--- src/rtl/io_retn_pkg.sv ---
package io_retn_pkg;

  typedef enum logic [1:0] {
    ST_RUN   = 2'd0,
    ST_DEEP  = 2'd1,
    ST_LIGHT = 2'd2,
    ST_HOLD  = 2'd3
  } retn_state_e;

  localparam int unsigned STAT_W     = 2;
  localparam int unsigned STAT_FLAG  = 0;
  localparam int unsigned STAT_ACK   = 1;

  function automatic logic is_frozen(input retn_state_e s);
    return (s == ST_DEEP) || (s == ST_HOLD);
  endfunction

  function automatic logic is_stopped(input retn_state_e s);
    return (s == ST_DEEP) || (s == ST_LIGHT);
  endfunction

endpackage

--- src/rtl/io_retn_fsm.sv ---
module io_retn_fsm
  import io_retn_pkg::*;
(
  input  logic clk,
  input  logic rst_n,
  input  logic stop_req,
  input  logic stop_deep,
  input  logic wake,
  input  logic ack_wr,
  input  logic ack_wdata,
  output logic freeze,
  output logic stop_active,
  output logic wake_flag,
  output logic capture_en
);

  retn_state_e state_q, state_d;
  logic        freeze_q, freeze_d;
  logic        stop_q, stop_d;
  logic        flag_q, flag_d;
  logic        flag_en;
  logic        release_hit;
  logic        deep_wake;

  assign release_hit = ack_wr && ack_wdata;
  assign deep_wake   = (state_q == ST_DEEP) && wake;

  always_comb begin
    state_d = state_q;
    unique case (state_q)
      ST_RUN: begin
        if (stop_req) begin
          state_d = stop_deep ? ST_DEEP : ST_LIGHT;
        end
      end
      ST_DEEP: begin
        if (wake) begin
          state_d = ST_HOLD;
        end
      end
      ST_LIGHT: begin
        if (wake) begin
          state_d = ST_RUN;
        end
      end
      ST_HOLD: begin
        if (release_hit) begin
          state_d = ST_RUN;
        end
      end
      default: state_d = ST_RUN;
    endcase
  end

  always_comb begin
    flag_en = 1'b0;
    flag_d  = flag_q;
    if (deep_wake) begin
      flag_en = 1'b1;
      flag_d  = 1'b1;
    end else if ((state_q == ST_HOLD) && release_hit) begin
      flag_en = 1'b1;
      flag_d  = 1'b0;
    end
  end

  assign freeze_d   = is_frozen(state_d);
  assign stop_d     = is_stopped(state_d);
  assign capture_en = (state_q == ST_RUN) && stop_req && stop_deep;

  always_ff @(posedge clk or negedge rst_n) begin
    if (!rst_n) begin
      state_q  <= ST_RUN;
      freeze_q <= 1'b0;
      stop_q   <= 1'b0;
    end else begin
      state_q  <= state_d;
      freeze_q <= freeze_d;
      stop_q   <= stop_d;
    end
  end

  always_ff @(posedge clk or negedge rst_n) begin
    if (!rst_n) begin
      flag_q <= 1'b0;
    end else if (flag_en) begin
      flag_q <= flag_d;
    end
  end

  assign freeze      = freeze_q;
  assign stop_active = stop_q;
  assign wake_flag   = flag_q;

endmodule

--- src/rtl/io_retn_bank.sv ---
module io_retn_bank #(
  parameter int unsigned WIDTH = 8
) (
  input  logic             clk,
  input  logic             rst_n,
  input  logic             cap_en,
  input  logic [WIDTH-1:0] d_in,
  output logic [WIDTH-1:0] q_out
);

  logic [WIDTH-1:0] hold_q;

  always_ff @(posedge clk or negedge rst_n) begin
    if (!rst_n) begin
      hold_q <= '0;
    end else if (cap_en) begin
      hold_q <= d_in;
    end
  end

  assign q_out = hold_q;

endmodule

--- src/rtl/io_retn_padmux.sv ---
module io_retn_padmux #(
  parameter int unsigned NUM_PINS = 8
) (
  input  logic                freeze,
  input  logic [NUM_PINS-1:0] live_out,
  input  logic [NUM_PINS-1:0] live_oe,
  input  logic [NUM_PINS-1:0] held_out,
  input  logic [NUM_PINS-1:0] held_oe,
  output logic [NUM_PINS-1:0] pad_out,
  output logic [NUM_PINS-1:0] pad_oe
);

  for (genvar p = 0; p < NUM_PINS; p++) begin : g_pin
    always_comb begin
      if (freeze) begin
        pad_out[p] = held_out[p];
        pad_oe[p]  = held_oe[p];
      end else begin
        pad_out[p] = live_out[p];
        pad_oe[p]  = live_oe[p];
      end
    end
  end

endmodule

--- src/rtl/io_retn_ctrl.sv ---
module io_retn_ctrl
  import io_retn_pkg::*;
#(
  parameter int unsigned NUM_PINS = 8
) (
  input  logic                clk,
  input  logic                rst_n,
  input  logic                stop_req,
  input  logic                stop_deep,
  input  logic                wake,
  input  logic                ack_wr,
  input  logic                ack_wdata,
  input  logic [NUM_PINS-1:0] core_out,
  input  logic [NUM_PINS-1:0] core_oe,
  output logic [NUM_PINS-1:0] pad_out,
  output logic [NUM_PINS-1:0] pad_oe,
  output logic                freeze,
  output logic                stop_active,
  output logic [1:0]          status_rd
);

  localparam int unsigned BANK_W = 2 * NUM_PINS;

  logic              cap_en;
  logic              wake_flag;
  logic [BANK_W-1:0] bank_q;

  io_retn_fsm u_fsm (
    .clk        (clk),
    .rst_n      (rst_n),
    .stop_req   (stop_req),
    .stop_deep  (stop_deep),
    .wake       (wake),
    .ack_wr     (ack_wr),
    .ack_wdata  (ack_wdata),
    .freeze     (freeze),
    .stop_active(stop_active),
    .wake_flag  (wake_flag),
    .capture_en (cap_en)
  );

  io_retn_bank #(.WIDTH(BANK_W)) u_bank (
    .clk   (clk),
    .rst_n (rst_n),
    .cap_en(cap_en),
    .d_in  ({core_oe, core_out}),
    .q_out (bank_q)
  );

  io_retn_padmux #(.NUM_PINS(NUM_PINS)) u_mux (
    .freeze  (freeze),
    .live_out(core_out),
    .live_oe (core_oe),
    .held_out(bank_q[NUM_PINS-1:0]),
    .held_oe (bank_q[BANK_W-1:NUM_PINS]),
    .pad_out (pad_out),
    .pad_oe  (pad_oe)
  );

  always_comb begin
    status_rd            = '0;
    status_rd[STAT_FLAG] = wake_flag;
    status_rd[STAT_ACK]  = 1'b0;
  end

endmodule

--- config.mk ---
export PLATFORM = sky130hd
export DESIGN_NAME = io_retn_ctrl
export DESIGN_NICKNAME = d
export VERILOG_FILES = /design/src/rtl/io_retn_pkg.sv /design/src/rtl/io_retn_fsm.sv /design/src/rtl/io_retn_bank.sv /design/src/rtl/io_retn_padmux.sv /design/src/rtl/io_retn_ctrl.sv
export SDC_FILE = /design/constraint.sdc
export NUM_CORES = 1
export LEC_CHECK = 0
export BUFFER_PORTS_ARGS = -buffer_cell sky130_fd_sc_hd__buf_2
export CORE_ASPECT_RATIO = 0.75
export CORE_MARGIN = 1.5
export CORE_UTILIZATION = 43
export CTS_BUF_LIST = sky130_fd_sc_hd__clkbuf_8 sky130_fd_sc_hd__clkbuf_16
export DETAILED_ROUTE_END_ITERATION = 10
export GPL_TIMING_DRIVEN = 1
export HOLD_SLACK_MARGIN = 0.15
export PLACE_DENSITY_LB_ADDON = 0.08
export SLEW_MARGIN = 40
export SYNTH_ARGS = -nofsm -noshare
export SYNTH_HDL_FRONTEND = slang
export SYNTH_SLANG_ARGS = --single-unit
--- constraint.sdc ---
create_clock -name clk -period 1.4 [get_ports clk]
set_input_delay 0.21 -clock clk [delete_from_list [all_inputs] [get_ports clk]]
set_output_delay 0.21 -clock clk [all_outputs]
set_load 0.05 [all_outputs]
==> flow_summary.json, run 1 <==
{
  "clockBufferDepth": 2,
  "fin_crit_ns": 1.54,
  "cp-start-kind": "flip-flop",
  "cp.arrival_ns": 1.33,
  "hold_ws_ns": 0.193,
  "cts_tree": "built",
  "grt_max_degree": 22,
  "antenna_found_initial": 0,
  "drt-met1-wl_mm": 1.05,
  "drt-initial-drc-count": 24,
  "cts_sinks": 21,
  "grt.overflow.total": 0,
  "htree_levels": 1,
  "ys.flop_type": "dfrtp_1",
  "fin_ws_ns": -0.139,
  "place_hpwl_mm": 1.45,
  "cts_buffers": 3,
  "wl_met2_mm": 1.16,
  "core-area_um2": 2380,
  "wl_per_cell_um": 14.3,
  "syn-instance-count": 77,
  "wirelength_mm": 2.31,
  "rsz0062_at_grt": "yes",
  "drive_above_1_share": 0.756,
  "nets": 152,
  "hp-class": "in -> reg",
  "grt_pass1_wl_mm": 3.31,
  "synth_seq_cells": 21,
  "final_cell_mix": "32 x mux2_4, 25 x buf_2, 19 x dfrtp_1",
  "synth-seq-area-share": 0.468,
  "grt_pass1_vias": 733,
  "synth_edf_count": 0,
  "die_w_um": 62.0,
  "ant_nets": 0,
  "cap_violations": 0,
  "die_y_um": 47.3,
  "fp.dieArea_um2": 2930,
  "netlist_area_um2": 1120,
  "yosysUniqueCellTypes": 20,
  "rows": 15,
  "areaGrowthSynthToFinish_pct": 54.2,
  "critPathKind": "reg -> out",
  "cellLeakagePower_nw": 0.887,
  "synth-warning-count": 0,
  "vdd_drop_max_v": 0.00203,
  "place_congestion": 0.756,
  "route.vias.total": 774,
  "clkLatencyLatePin_ns": 0.26,
  "fillCellCount": 162,
  "powerDensity_nw_per_um2": 2850,
  "avgSynthCellArea_um2": 14.6,
  "diodes": 0,
  "finalSetupTns_ns": -1.96,
  "async_flop_share": 1.00,
  "clkTransAtPathRegs_ns": 0.08,
  "outcome": "finished, violations left",
  "drc": 0,
  "finalCritPeriodShare": 1.10,
  "syn_nets": 101,
  "cp_max_fo": 7,
  "dp_cells": 153,
  "finalMaxSlewViolations": 0,
  "grt_use_total": 0.159,
  "layout_commonest_cell": "mux2_4",
  "fmax_mhz": 650,
  "skew_ns": 0.00693,
  "violations": "setup timing",
  "io_buffers": 41,
  "dr_wl_met3_um": 103,
  "cts_root_buffer": "clkbuf_8",
  "cp-end-kind": "primary output",
  "io_pins": 43,
  "highest_layer": "met3",
  "required_ns": 1.19,
  "hold_viol": 0,
  "finalSetupViolations": 16,
  "viasPerCell": 4.81,
  "drt-pass1-iter-count": 4,
  "stdcell_count": 161,
  "start_util": 0.471
}
[cell type report]
class | instances | area, um^2 | share of cell area
sequential | 21 | 528 | 0.305
inverter | 1 | 3.75 | 0.00217
multi-input combinational | 49 | 647 | 0.373
clock buffer | 3 | 41.3 | 0.0238
tap | 34 | 42.5 | 0.0245
clock inverter | 1 | 3.75 | 0.00217
timing repair buffer | 52 | 467 | 0.269
[worst paths after layout]
check                                 start               end  slack (ns)  cells past startpoint
max                            u_fsm.freeze         pad_oe[2]       -0.14                      3
max reg2reg                u_fsm.state_q[1]      u_fsm.freeze        0.01                      6
min reg2reg                u_bank.q_out[11]  u_bank.q_out[11]        0.52                      1
min in group asynchronous             rst_n  u_fsm.state_q[1]        0.44                      2
min                              core_oe[5]  u_bank.q_out[13]        0.19                      2
max in group asynchronous             rst_n      u_fsm.freeze        0.61                      2
[metal layers]
metal | up-vias | global-route usage
li1 | 371 | -
met3 | 0 | 0.0523
met1 | 377 | 0.199
met2 | 26 | 0.275
met5 | - | 0
met4 | 0 | 0.0255
[Yosys cell counts (all sizes together), types with 2 or more instances]
library cell,instances,area (um^2)
mux2,32,398
dfrtp,21,526
buf,6,65.1
nand2,3,11.3
a21oi,2,10.0
nand3,2,10.0
[sequential cells by signal (all words and copies together) (netlist names)]
signal and flops:
u_fsm.state_q 2, u_fsm.wake_flag 1, u_bank.q_out 16, u_fsm.freeze 1, u_fsm.stop_active 1
[power breakdown]
group,switching (mW),total [mW],internal (mW)
logic,1.75,3.43,1.68
clock network,0.189,0.384,0.195
registers,0.212,1.13,0.922
total,2.15,4.94,2.80
[cell families (layout without fill, tap and decap cells)]
family,after synthesis,after routing,share of synthesized area
muxes,32,32,0.354
DFF,21,21,0.468
and+or+nand+nor,12,12,0.0846
buffers and inverters,7,57,0.0612
AOI/OAI and AO/OA,3,3,0.0178
adders and majority gates,1,1,0.0111
other,1,1,0.00334
[per-stage QoR]
| step | util | power [mW] | setup WS (ns) | cell area, um^2 |
|---|---|---|---|---|
| floorplan | - | 3.44 | -0.0204 | 1190 |
| global placement | 0.603 | 3.79 | 0.0308 | 1440 |
| detailed placement | 0.603 | 3.81 | 0.0117 | 1440 |
| CTS | 0.692 | 4.81 | -0.140 | 1650 |
| global route | 0.727 | 5.20 | -0.165 | 1730 |
| finish | 0.727 | 4.94 | -0.139 | 1730 |
[critical path, stage by stage (launching register included)]
cell and delay [ns]:
dfrtp_2 0.45, buf_6 0.16, mux2_4 0.31, buf_8 0.15
[what timing repair did]
action / CTS / global route
pin swaps: 0 / 6
hold buffers: 1 / 0
resized for setup: 48 / 11
setup buffers: 0 / 2
endpoints found under the setup margin: 19 / 24
endpoints found under the hold margin: 21 / 0
cloned: 0 / 1
No activity file was read; power rests on OpenSTA's default activity.
==> run 2: changes to the inputs <==
--- a/config.mk
+++ b/config.mk
@@ -13,7 +13,7 @@
 export DETAILED_ROUTE_END_ITERATION = 10
 export GPL_TIMING_DRIVEN = 1
 export HOLD_SLACK_MARGIN = 0.15
-export PLACE_DENSITY_LB_ADDON = 0.08
+export PLACE_DENSITY = 0.8
 export SLEW_MARGIN = 40
 export SYNTH_ARGS = -nofsm -noshare
 export SYNTH_HDL_FRONTEND = slang
==> flow_summary.json, run 2 (synthesized netlist as in run 1, its figures left out) <==
{
  "wl_per_cell_um": 16.3,
  "cp.arrival_ns": 1.32,
  "core-area_um2": 2380,
  "fillCellCount": 174,
  "cp-end-kind": "primary output",
  "path_cells": "buf_6 > mux2_4 > buf_8",
  "cellLeakagePower_nw": 0.884,
  "io_pins": 43,
  "finalCritPeriodShare": 1.10,
  "io_buffers": 41,
  "fp.dieArea_um2": 2930,
  "areaGrowthSynthToFinish_pct": 55.1,
  "place_congestion": 0.763,
  "rows": 15,
  "die_y_um": 47.3,
  "crit_path_start": "u_fsm.freeze",
  "largest_reg_flops": 16,
  "fin_ws_ns": -0.134,
  "critPathKind": "reg -> out",
  "drive_above_1_share": 0.781,
  "outcome": "finished, violations left",
  "cts_sinks": 21,
  "fmax_mhz": 652,
  "hold_viol": 0,
  "cp_max_fo": 5,
  "finalMaxSlewViolations": 0,
  "clockBufferDepth": 2,
  "grt_pass1_wl_mm": 3.78,
  "wirelength_mm": 2.64,
  "ant_nets": 0,
  "clkTransAtPathRegs_ns": 0.08,
  "hp-class": "in -> reg",
  "grt_use_total": 0.187,
  "grt_max_degree": 22,
  "clkLatencyLatePin_ns": 0.27,
  "cp-start-kind": "flip-flop",
  "reg2reg_from": "u_fsm.state_q[1]",
  "required_ns": 1.19,
  "nets": 153,
  "fin_crit_ns": 1.53,
  "critPathMaxStageDelay_ns": 0.44,
  "htree_levels": 1,
  "finalSetupViolations": 29,
  "cts_buffers": 3,
  "skew_ns": 0.00652,
  "cpMaxStageDelayCell": "dfrtp_2",
  "start_util": 0.471,
  "powerDensity_nw_per_um2": 2890,
  "vdd_drop_max_v": 0.00189,
  "final_cell_mix": "30 x mux2_4, 25 x buf_2, 18 x dfrtp_1",
  "drc": 0,
  "drt-pass1-iter-count": 4,
  "cap_violations": 0,
  "regToRegSetupSlack_ns": -0.02,
  "cts_tree": "built",
  "place_area_um2": 1440,
  "viasPerCell": 4.94,
  "die_w_um": 62.0,
  "reg2reg_depth": 4,
  "violations": "setup timing",
  "stdcell_area_um2": 1740,
  "rsz0062_at_grt": "yes",
  "r2r_end": "u_bank.q_out[5]",
  "cts_root_buffer": "clkbuf_8",
  "diodes": 0,
  "crit_end": "pad_oe[0]",
  "layout_commonest_cell": "mux2_4",
  "grt.overflow.total": 0,
  "antenna_found_initial": 0,
  "place_hpwl_mm": 1.61,
  "drt-initial-drc-count": 15,
  "route.vias.total": 800,
  "dp_slack_ns": -0.0848,
  "multiInputGateArea_um2": 646,
  "grt_pass1_vias": 815,
  "regArea_um2": 529
}
==> run 2: where the power goes <==
part | leakage, nW | total [mW] | internal [mW] | switching, mW
Sequential | 0.248 | 1.18 | 0.926 | 0.251
Combinational | 0.611 | 3.45 | 1.69 | 1.76
Clock | 0.0255 | 0.405 | 0.199 | 0.206
==> run 2: worst max-delay path: cells and delay by family, from the launching register on <==
family / cells / cell delay [ns]
buffers and inverters: 2 / 0.30
DFF: 1 / 0.44
muxes: 1 / 0.31
==> run 2: repair_timing <==
| item | in CTS | in global routing |
|---|---|---|
| hold buffers | 1 | 0 |
| hold endpoints to repair | 21 | 0 |
| buffers inserted | 2 | 3 |
| cloned | 0 | 1 |
| resized for setup | 39 | 18 |
| setup endpoints to repair | 23 | 24 |
| pin swaps | 3 | 4 |
==> run 2: final cells by class <==
class / instances / share of cell area
Clock buffer: 3 / 0.0237
Clock inverter: 1 / 0.00287
Inverter: 1 / 0.00215
Multi-Input combinational cell: 49 / 0.370
Sequential cell: 21 / 0.304
Tap cell: 34 / 0.0244
Timing Repair Buffer: 53 / 0.273
==> run 2: worst min-delay path by stage <==
| stage | slack [ns] | depth (start not counted) | end | start |
|---|---|---|---|---|
| global route | 0.18 | 2 | u_bank.q_out[7] | core_out[7] |
| floorplan | -0.09 | 0 | u_bank.q_out[0] | rst_n |
| finish | 0.18 | 2 | u_bank.q_out[14] | core_oe[6] |
| CTS | 0.18 | 2 | u_bank.q_out[8] | core_oe[0] |
| detailed placement | 0.20 | 1 | u_bank.q_out[4] | rst_n |
| global placement | 0.19 | 1 | u_bank.q_out[11] | rst_n |
==> run 2: through the flow <==
step	util	setup TNS (ns)	hold slack [ns]	power [mW]	std cells
after floorplan	-	-0.204	-0.0856	3.44	77
after global placement	0.602	-0.0111	0.186	3.77	151
after detailed placement	0.602	-0.0980	0.199	3.83	151
after CTS	0.683	-1.92	0.179	4.71	158
after global routing	0.731	-3.18	0.183	5.26	162
final	0.731	-2.11	0.184	5.03	162
==> run 2: routing by layer <==
| metal | routed length [um] | track usage | up-vias |
|---|---|---|---|
| met5 | 0 | 0 | - |
| met4 | 25 | 0.0511 | 0 |
| met3 | 145 | 0.0689 | 4 |
| met2 | 1370 | 0.325 | 31 |
| met1 | 1100 | 0.218 | 396 |
| li1 | - | - | 369 |
==> run 3: changes to the inputs <==
--- a/config.mk
+++ b/config.mk
@@ -14,6 +14,7 @@
 export GPL_TIMING_DRIVEN = 1
 export HOLD_SLACK_MARGIN = 0.15
 export PLACE_DENSITY = 0.8
+export RECOVER_POWER = 100
 export SLEW_MARGIN = 40
 export SYNTH_ARGS = -nofsm -noshare
 export SYNTH_HDL_FRONTEND = slang
==> constraint.sdc (replaced) <==
create_clock -name clk -period 1.3 [get_ports clk]
set_input_delay 0.195 -clock clk [delete_from_list [all_inputs] [get_ports clk]]
set_output_delay 0.195 -clock clk [all_outputs]
set_load 0.05 [all_outputs]
==> flow_summary.json, run 3 (synthesized netlist as in run 1, its figures left out) <==
{
  "outcome": "finished, violations left",
  "violations": "setup timing",
  "io_buffers": 41,
  "crit_family": "flip-flops",
  "hold_end": "u_bank.q_out[13]",
  "grt_pass1_wl_mm": 3.45,
  "grt_pass1_vias": 778,
  "drt-pass1-iter-count": 2,
  "cp.arrival_ns": 1.32,
  "reg2reg_from": "u_fsm.state_q[1]",
  "drc": 0,
  "regToRegSetupSlack_ns": -0.08,
  "antenna_found_initial": 0,
  "cts_buffers": 3,
  "cp-start-kind": "flip-flop",
  "hold_path_depth": 2,
  "min_from": "core_oe[5]",
  "cp_num_buf_inv": 2,
  "wl_per_cell_um": 15.9,
  "viasPerCell": 4.90,
  "layout_commonest_cell": "mux2_4",
  "required_ns": 1.11,
  "max_slew_margin": 0.641,
  "rsz0062_at_grt": "yes",
  "stdcell_count": 159,
  "path_cells": "buf_12 > mux2_2 > buf_6",
  "reg2reg_depth": 4,
  "die_y_um": 47.3,
  "fin_crit_ns": 1.51,
  "hold_viol": 0,
  "finalSetupViolations": 34,
  "cp_max_fo": 10,
  "powerDensity_nw_per_um2": 3130,
  "die_w_um": 62.0,
  "clkLatencyLatePin_ns": 0.26,
  "fmax_mhz": 660,
  "fp.dieArea_um2": 2930,
  "wirelength_mm": 2.54,
  "nets": 150,
  "cts_sinks": 21,
  "path_depth": 3,
  "clockBufferDepth": 2,
  "diodes": 0,
  "htree_levels": 1,
  "cts_root_buffer": "clkbuf_8",
  "ant_nets": 0,
  "tightestPinTransition_ns": 0.538,
  "final_cell_mix": "31 x mux2_4, 23 x buf_2, 18 x dfrtp_1",
  "place_hpwl_mm": 1.58,
  "grt.overflow.total": 0,
  "cp-end-kind": "primary output",
  "finalCritPeriodShare": 1.16,
  "critPathKind": "reg -> out",
  "fin_ws_ns": -0.214,
  "cts_tree": "built",
  "cap_violations": 0,
  "rows": 15,
  "grt_use_total": 0.168,
  "core-area_um2": 2380,
  "drt-initial-drc-count": 21,
  "hold_ws_ns": 0.184,
  "r2r_end": "u_bank.q_out[10]",
  "hp-class": "in -> reg",
  "place_congestion": 0.639,
  "drive_above_1_share": 0.776,
  "largest_reg_flops": 16,
  "cpMaxStageDelayCell": "dfrtp_2",
  "clkTransAtPathRegs_ns": 0.07,
  "start_util": 0.471,
  "vdd_drop_max_v": 0.00215,
  "grt_max_degree": 22,
  "areaGrowthSynthToFinish_pct": 53.8,
  "route.vias.total": 779,
  "critPathMaxStageDelay_ns": 0.40,
  "skew_ns": 0.00233,
  "io_pins": 43,
  "dp_cells": 152,
  "finalMaxSlewViolations": 0,
  "cellLeakagePower_nw": 0.875
}
==> run 3: cell count changes in the layout (fill, tap and decap cells not counted), sizes merged <==
cell | before | now
inv | 1 | 2
buf | 51 | 47
clkinv | 1 | 0
clkbuf | 4 | 5
==> run 3: area by class of cell <==
type,count,area [um^2]
flip-flops and latches,21,529
fillers,158,656
repair buffers,50,453
clock buffers,3,41.3
inverters,1,3.75
well taps,34,42.5
multi-input cells,49,654
clock inverters,1,3.75
==> run 3: metrics by stage <==
step            util  power [mW]  area [um^2]  worst slack (ns)  setup TNS (ns)
2_1_floorplan      -        3.73         1200            -0.105           -1.55
3_3_place_gp   0.609        4.10         1450           -0.0489          -0.616
3_5_place_dp   0.609        4.19         1450           -0.0946           -1.20
4_1_cts        0.695        5.16         1660            -0.220           -4.45
5_1_grt        0.725        5.66         1730            -0.245           -5.47
6_report       0.725        5.42         1730            -0.214           -4.33
==> run 3: per-layer routing <==
layer  share of wire  GRT usage
met1            0.42      0.196
met2            0.53      0.313
met3           0.049     0.0496
met4               0     0.0255
met5               0          0
==> run 3: power breakdown <==
group	internal, mW	leakage (nW)	switching (mW)
Combinational	1.85	0.601	1.89
Sequential	0.997	0.248	0.277
Clock	0.210	0.0269	0.200
==> run 3: worst max path at each step <==
stage	from	to	slack [ns]
2_1_floorplan	u_fsm.freeze	pad_oe[3]	-0.11
3_3_place_gp	u_fsm.state_q[1]	u_bank.q_out[6]	-0.05
3_5_place_dp	u_fsm.state_q[1]	u_bank.q_out[14]	-0.09
4_1_cts	u_fsm.freeze	pad_oe[2]	-0.22
5_1_grt	u_fsm.freeze	pad_oe[2]	-0.25
6_report	u_fsm.freeze	pad_oe[2]	-0.21
==> run 3: worst register-to-register path, stage by stage, from the launching register on <==
cell,delay (ns)
dfrtp_2,0.46
nand3b_4,0.21
nor2_8,0.14
buf_12,0.15
mux2_4,0.30
==> run 3: timing repair <==
item,4_1_cts,5_1_grt
setup endpoints to repair,34,36
hold endpoints to repair,21,0
hold buffers,1,0
buffers inserted,2,0
gates resized for setup,42,19
pin swaps,1,4
